<file path="src/rtl/cal_pkg.sv">
package cal_pkg;
  typedef enum logic [2:0] {
    S_IDLE,
    S_ISSUE,
    S_WAIT,
    S_DIV_GO,
    S_DIV_WAIT,
    S_END,
    S_DONE
  } cal_state_t;

  typedef enum logic {
    PH_OFFSET,
    PH_GAIN
  } cal_phase_t;
endpackage

</file>
<file path="src/rtl/cal_accum.sv">
module cal_accum #(
  parameter int DATA_W = 14,
  parameter int BURST  = 10,
  parameter int CNT_W  = $clog2(BURST + 1),
  parameter int ACC_W  = DATA_W + CNT_W
) (
  input  logic              clk,
  input  logic              rst_n,
  input  logic              clr,
  input  logic              add,
  input  logic [DATA_W-1:0] din,
  output logic [ACC_W-1:0]  sum,
  output logic [CNT_W-1:0]  cnt
);
  localparam logic [ACC_W-1:0] MAXV = ACC_W'((1 << DATA_W) - 1);

  always_ff @(posedge clk) begin
    if (!rst_n) begin
      sum <= '0;
      cnt <= '0;
    end else if (clr) begin
      sum <= '0;
      cnt <= '0;
    end else if (add) begin
      sum <= sum + ACC_W'(din);
      cnt <= cnt + 1'b1;
    end
  end

  // never more than one burst of successes
  p_cnt_max_r3: assert property (@(posedge clk) disable iff (!rst_n)
    cnt <= CNT_W'(BURST));
  // sum bounded by count times the largest sample
  p_sum_range_r3: assert property (@(posedge clk) disable iff (!rst_n)
    sum <= ACC_W'(cnt) * MAXV);
endmodule

</file>
<file path="src/rtl/cal_watch.sv">
module cal_watch #(
  parameter int LIMIT = 12_500_000
) (
  input  logic clk,
  input  logic rst_n,
  input  logic run,
  output logic expired
);
  localparam int TW = (LIMIT > 1) ? $clog2(LIMIT) : 1;

  logic [TW-1:0] tick;

  assign expired = run && (tick == TW'(LIMIT - 1));

  always_ff @(posedge clk) begin
    if (!rst_n)        tick <= '0;
    else if (!run)     tick <= '0;
    else if (!expired) tick <= tick + 1'b1;
  end

  // an expiry ends the wait, so it never lasts two cycles
  p_expire_once_r8: assert property (@(posedge clk) disable iff (!rst_n)
    expired |=> !expired);
endmodule

</file>
<file path="src/rtl/cal_divider.sv">
module cal_divider #(
  parameter int NUM_W = 18,
  parameter int DEN_W = 4
) (
  input  logic             clk,
  input  logic             rst_n,
  input  logic             start,
  input  logic [NUM_W-1:0] num,
  input  logic [DEN_W-1:0] den,
  output logic             done,
  output logic [NUM_W-1:0] quo
);
  localparam int SW = $clog2(NUM_W + 1);
  localparam int EW = NUM_W + DEN_W;

  logic [NUM_W-1:0] num_hold;
  logic [DEN_W-1:0] den_hold;
  logic [DEN_W-1:0] rem;
  logic [SW-1:0]    steps;
  logic             busy;
  logic [DEN_W:0]   trial;

  assign trial = {rem, quo[NUM_W-1]};

  always_ff @(posedge clk) begin
    if (!rst_n) begin
      quo <= '0; rem <= '0; steps <= '0; busy <= 1'b0; done <= 1'b0;
      num_hold <= '0; den_hold <= '0;
    end else begin
      done <= 1'b0;
      if (start) begin
        quo <= num; num_hold <= num; den_hold <= den;
        rem <= '0; steps <= SW'(NUM_W); busy <= 1'b1;
      end else if (busy) begin
        if (trial >= {1'b0, den_hold}) begin
          rem <= DEN_W'(trial - {1'b0, den_hold});
          quo <= {quo[NUM_W-2:0], 1'b1};
        end else begin
          rem <= trial[DEN_W-1:0];
          quo <= {quo[NUM_W-2:0], 1'b0};
        end
        steps <= steps - 1'b1;
        if (steps == SW'(1)) begin
          busy <= 1'b0;
          done <= 1'b1;
        end
      end
    end
  end

  // quotient and remainder reconstruct the dividend
  p_div_exact_r4: assert property (@(posedge clk) disable iff (!rst_n)
    done |-> (EW'(quo) * EW'(den_hold) + EW'(rem)) == EW'(num_hold));
  // floor division leaves a remainder below the divisor
  p_rem_lt_r4: assert property (@(posedge clk) disable iff (!rst_n)
    done |-> rem < den_hold);
endmodule

</file>
<file path="src/rtl/cal_sequencer.sv">
module cal_sequencer
  import cal_pkg::*;
#(
  parameter int             DATA_W      = 14,
  parameter int             SEL_W       = 4,
  parameter int             BURST       = 10,
  parameter logic [SEL_W-1:0] OFS_SEL   = 4'hB,
  parameter logic [SEL_W-1:0] GAIN_SEL  = 4'hC,
  parameter int             TIMEOUT_CYC = 12_500_000
) (
  input  logic              clk,
  input  logic              rst_n,
  input  logic              start,
  output logic              req_valid,
  input  logic              req_ready,
  output logic [SEL_W-1:0]  req_sel,
  input  logic              res_valid,
  output logic              res_ready,
  input  logic [DATA_W-1:0] res_data,
  input  logic              res_fail,
  output logic [DATA_W-1:0] offset_avg,
  output logic [DATA_W-1:0] gain_avg,
  output logic              done,
  output logic              err
);
  localparam int CNT_W = $clog2(BURST + 1);
  localparam int ACC_W = DATA_W + CNT_W;

  cal_state_t        state;
  cal_phase_t        phase;
  logic [DATA_W-1:0] res_q;
  logic              err_r;
  logic [ACC_W-1:0]  acc_sum;
  logic [CNT_W-1:0]  acc_cnt;
  logic              acc_clr, acc_add;
  logic              expired;
  logic              div_start, div_done;
  logic [ACC_W-1:0]  div_q;

  assign req_valid = (state == S_ISSUE);
  assign req_sel   = (phase == PH_GAIN) ? GAIN_SEL : OFS_SEL;
  assign res_ready = (state == S_WAIT);
  assign done      = (state == S_DONE);
  assign err       = done && err_r;

  assign acc_clr   = (state == S_IDLE && start) ||
                     (state == S_END && phase == PH_OFFSET && res_q != '0);
  assign acc_add   = (state == S_WAIT) && res_valid && !res_fail;
  assign div_start = (state == S_DIV_GO) && (acc_cnt != '0);

  cal_accum #(.DATA_W(DATA_W), .BURST(BURST), .CNT_W(CNT_W), .ACC_W(ACC_W)) u_accum (
    .clk(clk), .rst_n(rst_n), .clr(acc_clr), .add(acc_add), .din(res_data),
    .sum(acc_sum), .cnt(acc_cnt)
  );

  cal_watch #(.LIMIT(TIMEOUT_CYC)) u_watch (
    .clk(clk), .rst_n(rst_n), .run(state == S_WAIT), .expired(expired)
  );

  cal_divider #(.NUM_W(ACC_W), .DEN_W(CNT_W)) u_div (
    .clk(clk), .rst_n(rst_n), .start(div_start), .num(acc_sum), .den(acc_cnt),
    .done(div_done), .quo(div_q)
  );

  always_ff @(posedge clk) begin
    if (!rst_n) begin
      state      <= S_IDLE;
      phase      <= PH_OFFSET;
      res_q      <= '0;
      err_r      <= 1'b0;
      offset_avg <= '0;
      gain_avg   <= '0;
    end else begin
      case (state)
        S_IDLE: if (start) begin
          state      <= S_ISSUE;
          phase      <= PH_OFFSET;
          offset_avg <= '0;
          gain_avg   <= '0;
          err_r      <= 1'b0;
        end
        S_ISSUE: if (req_ready) state <= S_WAIT;
        S_WAIT: begin
          if (res_fail) state <= S_DIV_GO;
          else if (res_valid)
            state <= (acc_cnt == CNT_W'(BURST - 1)) ? S_DIV_GO : S_ISSUE;
          else if (expired) state <= S_DIV_GO;
        end
        S_DIV_GO: begin
          if (acc_cnt == '0) begin
            res_q <= '0;
            state <= S_END;
          end else begin
            state <= S_DIV_WAIT;
          end
        end
        S_DIV_WAIT: if (div_done) begin
          res_q <= div_q[DATA_W-1:0];
          state <= S_END;
        end
        S_END: begin
          if (phase == PH_OFFSET) begin
            offset_avg <= res_q;
            if (res_q == '0) begin
              err_r <= 1'b1;
              state <= S_DONE;
            end else begin
              phase <= PH_GAIN;
              state <= S_ISSUE;
            end
          end else begin
            gain_avg <= res_q;
            err_r    <= (res_q == '0);
            state    <= S_DONE;
          end
        end
        S_DONE:  state <= S_IDLE;
        default: state <= S_IDLE;
      endcase
    end
  end

  // a pending request is held steady until accepted
  p_req_hold_r2: assert property (@(posedge clk) disable iff (!rst_n)
    (req_valid && !req_ready) |=> (req_valid && $stable(req_sel)));
  // only the two reference codes are ever requested
  p_sel_code_r2: assert property (@(posedge clk) disable iff (!rst_n)
    req_valid |-> (req_sel == OFS_SEL || req_sel == GAIN_SEL));
  // the average always fits the sample width
  p_quo_fits_r4: assert property (@(posedge clk) disable iff (!rst_n)
    div_done |-> (div_q >> DATA_W) == '0);
  // a zero offset at the end is always an error
  p_zero_ofs_r6: assert property (@(posedge clk) disable iff (!rst_n)
    (done && offset_avg == '0) |-> err);
  // a clean finish has two nonzero averages
  p_clean_r7: assert property (@(posedge clk) disable iff (!rst_n)
    (done && !err) |-> (offset_avg != '0 && gain_avg != '0));
  // done lasts one cycle
  p_done_pulse_r9: assert property (@(posedge clk) disable iff (!rst_n)
    done |=> !done);
  // error only appears with done
  p_err_with_done_r9: assert property (@(posedge clk) disable iff (!rst_n)
    err |-> done);
  // results hold while idle without a start
  p_hold_r11: assert property (@(posedge clk) disable iff (!rst_n)
    (state == S_IDLE && !start) |=> ($stable(offset_avg) && $stable(gain_avg)));
endmodule

</file>
<file path="config.mk">
export PLATFORM = sky130hd
export DESIGN_NAME = cal_sequencer
export DESIGN_NICKNAME = d
export VERILOG_FILES = /design/src/rtl/cal_pkg.sv /design/src/rtl/cal_accum.sv /design/src/rtl/cal_watch.sv /design/src/rtl/cal_divider.sv /design/src/rtl/cal_sequencer.sv
export SDC_FILE = /design/constraint.sdc
export NUM_CORES = 1
export LEC_CHECK = 0
export ABC_AREA = 1
export BUFFER_PORTS_ARGS = -buffer_cell sky130_fd_sc_hd__buf_2
export CAP_MARGIN = 15
export CORE_ASPECT_RATIO = 2
export CORE_MARGIN = 2
export CORE_UTILIZATION = 40
export DETAILED_ROUTE_END_ITERATION = 7
export GPL_TIMING_DRIVEN = 1
export PLACE_DENSITY_LB_ADDON = 0.08
export SYNTH_ARGS = -nofsm -noshare
export SYNTH_HDL_FRONTEND = slang
export SYNTH_SLANG_ARGS = --single-unit
</file>
<file path="constraint.sdc">
create_clock -name clk -period 2.1 [get_ports clk]
set_clock_uncertainty 0.05 [all_clocks]
set_input_delay 0.21 -clock clk [delete_from_list [all_inputs] [get_ports clk]]
set_output_delay 0.21 -clock clk [all_outputs]
set_load 0.05 [all_outputs]
</file>
# Word-level counts from Yosys, hierarchy flattened
# Index checks and enable logic that the tools add are counted.
dict set report op_classes {
  addsub 5
  n_lt_le_gt_ge 1
  n_eq_ne 17
  n_mux 37
  n_bitwise 3
  reduce_logical 28
}
# operator count
set ops {}
lappend ops {{$pmux 14 s2} 3}
lappend ops {{$mux 14} 5}
lappend ops {{$mux 18} 2}
lappend ops {{$mux 3} 9}
lappend ops {{$add 24x1->24 const B} 1}
lappend ops {{$eq 24x24->1 const B} 1}
lappend ops {{$add 18x14->18} 1}
lappend ops {{$pmux 3 s6} 1}
lappend ops {{$logic_not 14->1} 1}
lappend ops {{$reduce_bool 14->1} 1}
lappend ops {{$reduce_and 3->1} 4}
lappend ops {{$mux 1} 11}
lappend ops {{$mux 5} 2}
lappend ops {{$eq 3x3->1 const B} 3}
lappend ops {{$logic_and 1x1->1} 8}
lappend ops {{$eq 3x2->1 const B} 2}
lappend ops {{$ne 2x1->1 const B} 3}
lappend ops {{$ne 2x2->1 const B} 3}
lappend ops {{$reduce_bool 2->1} 3}
lappend ops {{$eq 5x1->1 const B} 1}
lappend ops {{$ge 5x4->1} 1}
lappend ops {{$sub 5x1->5 const B} 1}
lappend ops {{$add 4x1->4 const B} 1}
lappend ops {{$eq 4x4->1 const B} 1}
lappend ops {{other kinds (17)} 22}
dict set report word_totals {
  regBits 126
  out_inout_bits 36
  wordCells 107
}

# Logic depth before layout (Yosys ltp)
# Gate-level depths: netlist of run 1.
dict set report logic_depth {
  word_depth 6
  ltp_mapped 12
  ltp_nobuf 12
}

# Cells and area by module
# A second synthesis of run 1 with hierarchy kept.
dict set report hier_totals {
  cells_unflattened 1046
  area_unflattened_um2 6950.4
}
# mod n_inst cells_each area_each_um2 seq_area_each_um2
set by_module_without_submodules {}
lappend by_module_without_submodules {cal_sequencer 1 316 2189.6 940.9}
lappend by_module_without_submodules {cal_accum 1 269 1674.1 440.4}
lappend by_module_without_submodules {cal_divider 1 228 1660.3 660.6}
lappend by_module_without_submodules {cal_watch 1 233 1426.4 480.5}

# Worst setup path after synthesis of run 1
# Ideal clock, no wire load.
dict set report synth_path {
  path_kind {register to register}
  start {register state[0]}
  end {register state[0]}
  arrival_time_ps 2119
  required_ps 1918
  slack_ps -201
  path_stages_with_launch 9
  path_buffers 1
  cell_sequence {dfxtp_1 > clkbuf_8 > inv_1 > nor3_1 > nand2_1 > o21ai_0 > inv_1 > nand4_1 > a21oi_1}
}
dict set report synth_between {
  word_cells_on_any_way 13
  classes_between {eq/ne: 9; mux: 1; reduce/logical: 3}
}
# element line
set synth_rtl {}
lappend synth_rtl {{start: declaration} cal_sequencer.sv:29} ;# cal_state_t state;
lappend synth_rtl {{start signal: assignment} cal_sequencer.sv:86} ;# state <= (acc_cnt == CNT_W'(BURST - 1)) ? S_DIV_GO : S_ISSUE;
lappend synth_rtl {{$eq 3x1->1 *} n/a}
lappend synth_rtl {{via req_valid} cal_sequencer.sv:14} ;# output logic req_valid,
lappend synth_rtl {{$ne 2x1->1 (no line)} n/a}
lappend synth_rtl {{$reduce_and 4->1 (no line)} n/a}
# The timed path passes the listed nets; every way through them passes the cells marked *.
# A chain may end at the register's enable or synchronous reset.

# Final worst setup path of run 1
dict set report layout_path {
  start {register u_accum.sum[0]}
  end {register u_accum.sum[16]}
}
dict set report layout_between {
  elab_chain_len 1
}
# element line
set layout_lines {}
lappend layout_lines {{start: declaration} cal_accum.sv:12} ;# output logic [ACC_W-1:0] sum,
lappend layout_lines {{start signal: assignment} cal_accum.sv:25} ;# sum <= sum + ACC_W'(din);
lappend layout_lines {{$add 18x14->18} cal_accum.sv:25}
# Every way passes these cells.

==> impl_metrics.env, run 1 <==
export IMPL_status="completed"
export IMPL_grt_max_degree=65
export IMPL_async_reset_ff_share_pct=0
export IMPL_finalCritPeriodShare_pct=94.3
export IMPL_avgSynthCellArea_um2=6.91
export IMPL_cp_data_required_time_ns=2.35
export IMPL_num_io_pins=56
export IMPL_slew_violations=0
export IMPL_slowest_stage="fa_1"
export IMPL_cts_root_buf="clkbuf_16"
export IMPL_clkTransAtPathRegs_ns=0.06
export IMPL_cts_buffer_depth=2
export IMPL_hold_path_class="in2reg"
export IMPL_num_antenna_cells=0
export IMPL_routedWlPerCell_um=14.2
export IMPL_synth_top_cells_by_area="dfxtp_1 (38%), nand2_1 (13%), a21oi_1 (7.7%), inv_1 (6.0%), nor2_1 (6.0%)"
export IMPL_synth_area_leader_cell="dfxtp_1"
export IMPL_ys_types=46
export IMPL_grt_pass1_vias=5983
export IMPL_die_area_um2=17700
export IMPL_start_util_pct=40.7
export IMPL_antenna_found_initial=0
export IMPL_place_gp_congestion=0.868
export IMPL_synth_seq_cells=126
export IMPL_drtIter0Drc=219
export IMPL_clock_sinks=126
export IMPL_nNetsFinal=1059
export IMPL_die_w_um=95.0
export IMPL_synthMostInstantiatedCell="nand2_1"
export IMPL_leakagePower_nw=3.21
export IMPL_fmax_ghz=0.505
export IMPL_die_h_um=186
export IMPL_crit_top_cell="nand2_1"
export IMPL_drive_gt1_share_pct=13.3
export IMPL_hpwl_um=13600
export IMPL_hold_viol=0
export IMPL_io_buffer_count=54
export IMPL_grt_pass1_wl_um=28600
export IMPL_ys_seq_area_share_pct=38.1
export IMPL_critPathMaxFanout=4
export IMPL_first_pass_iters=4
export IMPL_finalCriticalPeriod_ns=1.98
export IMPL_finalSetupTns_ns=0
export IMPL_core_um2=16300
export IMPL_ff2ff_path_depth=11
export IMPL_synth_ff_type="dfxtp_1"
export IMPL_yosys_top_cells_count="nand2_1 (235), dfxtp_1 (126), inv_1 (106)"
export IMPL_rows=66
export IMPL_vias=6069
export IMPL_cp_arrival_ns=2.23
export IMPL_track_usage_pct=20.9
export IMPL_grt_overflow=0
export IMPL_critPathLaunchType="flip-flop"
export IMPL_cp_end_kind="flip-flop"
export IMPL_final_util_pct=47.1
export IMPL_slowest_delay_ns=0.42
export IMPL_ir_drop_v=0.000487
export IMPL_htree_levels=4
export IMPL_drc=0
export IMPL_vias_per_cell=4.93
export IMPL_syn_num_nets=1004
export IMPL_syn_area_um2=6620
export IMPL_syn_inst=958
export IMPL_antenna_left=0
export IMPL_path_cells="ha_2 -> inv_1 -> fa_1 -> o21ai_2 -> nand2_1 -> nand2_1 -> nand2_1 -> nand2_1 -> nand3_1 -> nand2_1 -> nor2_1"
export IMPL_clock_latency_ns=0.41
export IMPL_cts_tree="built"
export IMPL_synth_top_area_share_pct=38.1
export IMPL_cts_buffers=17
export IMPL_synth_edf_count=0
export IMPL_holdWs_ns=0.0905
export IMPL_yosys_warnings=0
export IMPL_min_path_cells=4
export IMPL_power_mw=6.42
export IMPL_area_growth_pct=15.8
export IMPL_maxCapViolCount=0
export IMPL_crit_type="reg2reg"
export IMPL_wl_um=17500
export IMPL_power_per_cell_area_nw_per_um2=838
export IMPL_setup_viol=0
==> state kept, by name, indices dropped and copies added (netlist names) <==
| register | count |
|---|---|
| u_div.den_hold | 4 |
| u_div.quo | 18 |
| err_r | 1 |
| u_watch.tick | 24 |
| u_div.steps | 5 |
| u_accum.cnt | 4 |
| state | 3 |
| offset_avg | 14 |
| u_accum.sum | 18 |
| gain_avg | 14 |
| phase | 1 |
| u_div.rem | 4 |
| u_div.busy | 1 |
| u_div.done | 1 |
| res_q | 14 |
==> stage by stage <==
stage               area [µm²]  setup slack, ns  cells
detailed placement        7080          -0.0156   1198
global route              7670          -0.0330   1230
CTS                       7660           0.0865   1230
finish                    7670            0.120   1230
floorplan                 6630            0.146    958
global placement          7080           0.0578   1198
==> cells in the final DEF (no fill, tap or decap), types with 2 or more instances in the layout <==
master      synthesis  routed
nand2_2             2       2
nand4_1             7       7
clkinv_4            0       2
a31oi_1            17      17
nand2_4             2       2
nor2_1            105     105
inv_2               5       6
or2_1               2       2
inv_6               0       2
nor3_1             13      12
xnor2_1            10      10
o21ai_0            39      38
clkinv_2            1       4
nand3_1            74      74
o21a_1              2       2
clkbuf_16           0      17
inv_1             106     105
or2_2               6       6
nor2_2              3       3
nand2_1           235     235
nor4_1              2       2
clkinvlp_4          0       4
a21oi_1           102     101
buf_2              11      54
o21ai_2             1       2
buf_4               7      17
dfxtp_1           126     126
xor2_1              3       3
a211oi_1           15      15
nand3_4             2       2
ha_1               24      23
nor3b_1             3       3
fa_1                2       2
clkbuf_8            2       3
buf_12              1       2
==> worst max-delay path: cells and delay by family, from the launching register on <==
| kind | cells | cell delay, ns |
|---|---|---|
| adder cells (fa/ha/maj) | 2 | 0.64 |
| AND/OR/NAND/NOR | 7 | 0.55 |
| buffers and inverters | 1 | 0.05 |
| flip-flops | 1 | 0.38 |
| AO/OA/AOI/OAI | 1 | 0.21 |
==> power by group <==
part / internal, mW / leakage (nW) / switching [mW]
Combinational: 0.286 / 1.92 / 0.745
Sequential: 2.47 / 1.02 / 0.0745
Clock: 1.73 / 0.275 / 1.12
Total: 4.48 / 3.21 / 1.94
==> logic make-up (layout without fill, tap and decap cells) <==
family                   count (synthesis)  after routing  synth area share [%]
buffers and inverters                  150            218                  10.0
flip-flops                             126            126                  38.1
XOR/XNOR                                13             13                  1.72
adder cells (fa/ha/maj)                 26             26                  5.14
AO/OA/AOI/OAI                          181            181                  15.1
other                                    1              1                0.0566
AND/OR/NAND/NOR                        461            461                  29.9
==> final cells by class <==
class	count	area, µm²
repair buffers	73	438
fillers	1724	8600
clock buffers	20	467
flip-flops and latches	126	2520
clock inverters	12	110
well taps	204	255
inverters	113	425
multi-input cells	682	3450
==> per-layer routing <==
metal / wire length [µm] / GRT usage, %
met2: 9780 / 39.9
met5: 0 / 0
met4: 688 / 11.4
met1: 6620 / 21.0
met3: 382 / 3.24
==> path summary, 6_finish.rpt <==
| path | startpoint | end | slack (ns) |
|---|---|---|---|
| worst min register to register | gain_avg[7] | gain_avg[7] | 0.41 |
| worst min-delay path | req_ready | state[0] | 0.09 |
| worst max register to register | u_accum.sum[0] | u_accum.sum[16] | 0.12 |
| worst max-delay path | u_accum.sum[0] | u_accum.sum[16] | 0.12 |
==> repair_timing <==
item                       in CTS  in global routing
hold buffers                    0                  0
setup endpoints to repair       4                  5
resized for setup               1                  3
pin swaps                       0                  1
setup buffers                   0                  0
No activity file was read; power rests on OpenSTA's default activity.
==> inputs of run 2 (changes only) <==
Settings changed: CORE_MARGIN 2 to default, CTS_BUF_LIST from default to sky130_fd_sc_hd__clkbuf_8.
==> run 2 against run 1 <==
Combinational power increased by 4%; via count rose by 0.26%; wire length shrank 4.1%; clock-buffer cell count unchanged; critical path type is now reg2out; largest power group is now sequential cells; highest routed layer unchanged.
==> impl_metrics.env, run 2 (synthesis results as in run 1) <==
export IMPL_slowest_stage="dfxtp_1"
export IMPL_first_pass_iters=6
export IMPL_slowest_delay_ns=0.55
export IMPL_clock_sinks=126
export IMPL_slew_violations=0
export IMPL_rr_startpoint="u_accum.sum[8]"
export IMPL_setup_viol=0
export IMPL_pwr_share_clk_pct=38.3
export IMPL_die_w_um=93.0
export IMPL_critPathLaunchType="flip-flop"
export IMPL_num_io_pins=56
export IMPL_rows=66
export IMPL_wl_um=16800
export IMPL_nNetsFinal=1061
export IMPL_fmax_ghz=0.524
export IMPL_start_util_pct=40.9
export IMPL_grt_pass1_vias=5754
export IMPL_p_switching_mw=1.83
export IMPL_post_cts_repair_setup_buffers=0
export IMPL_cp_end_kind="output pin"
export IMPL_cts_buffers=17
export IMPL_drc=0
export IMPL_drive_gt1_share_pct=13.0
export IMPL_hold_path_class="in2reg"
export IMPL_cp_arrival_ns=1.65
export IMPL_cp_startpoint="state[0]"
export IMPL_regToRegEndpoint="u_accum.sum[9]"
export IMPL_cts_tree="built"
export IMPL_top_register="u_watch.tick"
export IMPL_finalCritPeriodShare_pct=90.9
export IMPL_antenna_found_initial=0
export IMPL_largest_register_ffs=24
export IMPL_pwr_share_seq_pct=43.3
export IMPL_ff2ff_path_depth=10
export IMPL_htree_levels=4
export IMPL_final_common_cell="nand2_1"
export IMPL_io_buffer_count=54
export IMPL_layout_common_cells="nand2_1 (235), dfxtp_1 (126), inv_1 (106)"
export IMPL_worstSetupEndpoint="req_valid"
export IMPL_die_h_um=184
export IMPL_swShare_pct=31.2
export IMPL_grt_max_degree=62
export IMPL_power_share_combinational_pct=18.3
export IMPL_ir_drop_v=0.000373
export IMPL_cts_root_buf="clkbuf_8"
export IMPL_drtIter0Drc=244
export IMPL_core_um2=16200
export IMPL_antenna_left=0
export IMPL_cts_buffer_depth=2
export IMPL_clock_latency_ns=0.44
export IMPL_hold_viol=0
export IMPL_status="completed"
export IMPL_crit_type="reg2out"
export IMPL_track_usage_pct=20.4
export IMPL_area_growth_pct=13.6
export IMPL_routedWlPerCell_um=13.6
export IMPL_path_cells="inv_1 -> nor3_2 -> buf_2"
export IMPL_power_per_cell_area_nw_per_um2=779
export IMPL_num_antenna_cells=0
export IMPL_power_internal_mw=4.03
export IMPL_hpwl_um=12900
export IMPL_grt_pass1_wl_um=27400
export IMPL_maxCapViolCount=0
export IMPL_finalCriticalPeriod_ns=1.91
export IMPL_leakagePower_nw=3.16
export IMPL_worst_r2r_setup_slack_ns=0.20
export IMPL_cp_data_required_time_ns=1.84
export IMPL_finalNonFillerCells=1231
export IMPL_vias_per_cell=4.94
export IMPL_die_area_um2=17100
export IMPL_place_gp_congestion=0.855
export IMPL_clkTransAtPathRegs_ns=0.07
export IMPL_dp_cells=1199
export IMPL_vias=6085
export IMPL_critPathMaxFanout=8
export IMPL_grt_overflow=0
export IMPL_final_util_pct=46.5
export IMPL_largestRegisters="u_watch.tick x24, u_accum.sum x18, u_div.quo x18"
-- run 2: stage by stage --
step                      setup WS (ns)  TNS [ns]  hold slack, ns  cell area [µm²]  total power [mW]
after floorplan                   0.146         0           0.284             6630              3.39
after global placement            0.110         0           0.398             7090              3.69
after detailed placement         0.0754         0           0.400             7090              3.68
after CTS                        0.0650         0          0.0440             7510              5.95
after global routing           -0.00999  -0.00999          0.0600             7520              6.14
final                             0.191         0          0.0635             7520              5.86
-- run 2: what timing repair did --
action,CTS,global route
endpoints found under the setup margin,0,4
hold buffers,1,0
gates resized for setup,0,2
hold endpoints to repair,1,0
-- run 2: area by class of cell --
type | instances | area, µm²
inverters | 113 | 425
clock buffers | 20 | 275
flip-flops and latches | 126 | 2520
fillers | 1758 | 8670
clock inverters | 11 | 141
well taps | 204 | 255
repair buffers | 75 | 455
multi-input cells | 682 | 3440
-- run 2: power groups by stage --
stage	clock [mW]	sequential [mW]	combinational (mW)
after floorplan	0	2.59	0.804
after global placement	0	2.59	1.09
after detailed placement	0	2.59	1.09
after CTS	2.32	2.54	1.10
after global routing	2.41	2.55	1.18
final	2.25	2.54	1.07
-- run 2: worst min-delay path by stage --
stage / start / end / slack, ns / cells past startpoint
after floorplan: rst_n / u_div.steps[4] / 0.28 / 2
after global placement: gain_avg[9] / gain_avg[9] / 0.40 / 2
after detailed placement: offset_avg[13] / offset_avg[13] / 0.40 / 2
after CTS: rst_n / offset_avg[11] / 0.04 / 3
after global routing: rst_n / offset_avg[10] / 0.06 / 3
final: rst_n / offset_avg[11] / 0.06 / 3
-- run 2: routing by layer --
| layer | wire [µm] | track usage, % | vias up | share of wire (%) |
|---|---|---|---|---|
| met1 | 6770 | 21.2 | 2740 | 40 |
| li1 | - | - | 3234 | - |
| met2 | 9080 | 38.6 | 85 | 54 |
| met3 | 368 | 3.43 | 26 | 2.2 |
| met4 | 535 | 9.54 | 0 | 3.2 |
| met5 | 0 | 0 | - | 0 |
-- run 2: critical path: cells and delay by family, from the launching register on --
family	cells	cell delay (ns)
buffers and inverters	2	0.45
flip-flops	1	0.55
AND/OR/NAND/NOR	1	0.21
==> inputs of run 3 (changes only) <==
Settings changed: HOLD_SLACK_MARGIN from default to 0.12.
==> run 3 against run 2 <==
Critical path type is now reg2reg; flip-flop and latch count unchanged; sequential share of layout area down 0.27 points; hold slack better by 0.11 ns; utilization up 0.43 points; register-to-register slack worse by 0.08 ns.
==> impl_metrics.env, run 3 (synthesis results as in run 1) <==
export IMPL_status="completed"
export IMPL_layout_common_cells="nand2_1 (234), dfxtp_1 (124), inv_1 (106)"
export IMPL_cp_arrival_ns=2.29
export IMPL_cts_tree="built"
export IMPL_ff2ff_path_depth=8
export IMPL_cp_data_required_time_ns=2.41
export IMPL_min_path_cells=5
export IMPL_grt_pass1_wl_um=27400
export IMPL_antenna_left=0
export IMPL_die_h_um=184
export IMPL_grt_overflow=0
export IMPL_final_common_cell="nand2_1"
export IMPL_grt_pass1_vias=5777
export IMPL_top_register="u_watch.tick"
export IMPL_die_w_um=93.0
export IMPL_vias_per_cell=4.93
export IMPL_cts_buffers=17
export IMPL_finalCriticalPeriod_ns=1.98
export IMPL_fmax_ghz=0.505
export IMPL_crit_type="reg2reg"
export IMPL_layout_setup_ws_ns=0.119
export IMPL_met1_length_um=6820
export IMPL_first_pass_iters=6
export IMPL_num_io_pins=56
export IMPL_cts_root_buf="clkbuf_8"
export IMPL_vias=6090
export IMPL_hpwl_um=12900
export IMPL_wl_um=16800
export IMPL_io_buffer_count=54
export IMPL_drive_gt1_share_pct=13.4
export IMPL_place_gp_congestion=0.855
export IMPL_setup_viol=0
export IMPL_maxCapViolCount=0
export IMPL_core_um2=16200
export IMPL_hold_path_class="in2reg"
export IMPL_antenna_found_initial=0
export IMPL_drtIter0Drc=215
export IMPL_dr_wl_met3_um=347
export IMPL_clock_latency_ns=0.44
export IMPL_die_area_um2=17100
export IMPL_track_usage_pct=20.4
export IMPL_largest_register_ffs=24
export IMPL_clkTransAtPathRegs_ns=0.07
export IMPL_post_cts_repair_setup_buffers=0
export IMPL_start_util_pct=40.9
export IMPL_nNetsFinal=1066
export IMPL_area_growth_pct=14.6
export IMPL_cts_buffer_depth=2
export IMPL_slew_violations=0
export IMPL_routedWlPerCell_um=13.6
export IMPL_wl_met2_um=9120
export IMPL_grt_max_degree=62
export IMPL_cp_end_kind="flip-flop"
export IMPL_htree_levels=4
export IMPL_ir_drop_v=0.000371
export IMPL_hold_viol=0
export IMPL_leakagePower_nw=3.18
export IMPL_rows=66
export IMPL_clock_sinks=126
export IMPL_num_antenna_cells=0
export IMPL_finalSetupTns_ns=0
export IMPL_pre_cts_slack_ns=0.0754
export IMPL_critPathMaxFanout=5
export IMPL_largestRegisters="u_watch.tick x24, u_accum.sum x18, u_div.quo x18"
export IMPL_finalCritPeriodShare_pct=94.3
export IMPL_power_per_cell_area_nw_per_um2=773
export IMPL_critPathLaunchType="flip-flop"
export IMPL_routed_top_layer="met4"
export IMPL_drc=0
run 3: through the flow:
stage | hold WS, ns | total power, mW | util [%] | std cells | area, µm²
6_report | 0.175 | 5.87 | 46.9 | 1236 | 7590
5_1_grt | 0.186 | 6.15 | 46.9 | 1236 | 7590
4_1_cts | 0.166 | 5.96 | 46.7 | 1236 | 7560
3_5_place_dp | 0.400 | 3.68 | 43.8 | 1199 | 7090
3_3_place_gp | 0.398 | 3.69 | 43.8 | 1199 | 7090
2_1_floorplan | 0.284 | 3.39 | - | 958 | 6630
run 3: path summary, 6_finish.rpt:
check	endpoint	startpoint	slack (ns)
max	state[1]	state[1]	0.12
min	state[0]	res_valid	0.18
max reg2reg	state[1]	state[1]	0.12
min reg2reg	u_watch.tick[0]	u_watch.tick[0]	0.39
run 3: worst max-delay path, cell delays in order (launching register included):
cell and delay, ns:
dfxtp_2 0.38, inv_2 0.09, nor3_4 0.28, buf_6 0.16, inv_2 0.06, nor3_2 0.12, nand2_2 0.08, dlygate4sd3_1 0.56
a21oi_1 0.14
run 3: where the power goes:
group	internal (mW)	leakage (nW)	switching [mW]
registers	2.47	1.02	0.0732
logic	0.323	1.96	0.764
clock network	1.25	0.212	0.986
run 3: final cells by class:
type | instances | area [µm²]
clock inverters | 11 | 141
multi-input cells | 682 | 3460
repair buffers | 80 | 509
flip-flops and latches | 126 | 2520
well taps | 204 | 255
fillers | 1753 | 8600
inverters | 113 | 425
clock buffers | 20 | 275
run 3: per-layer routing:
layer	vias up	track usage, %
met5	-	0
met4	0	9.54
met3	25	3.43
met2	78	38.6
met1	2742	21.2
li1	3245	-
run 3: repair_timing:
action	4_1_cts	5_1_grt
resized for setup	0	8
hold buffers	6	0
endpoints found under the setup margin	0	5
endpoints found under the hold margin	11	0
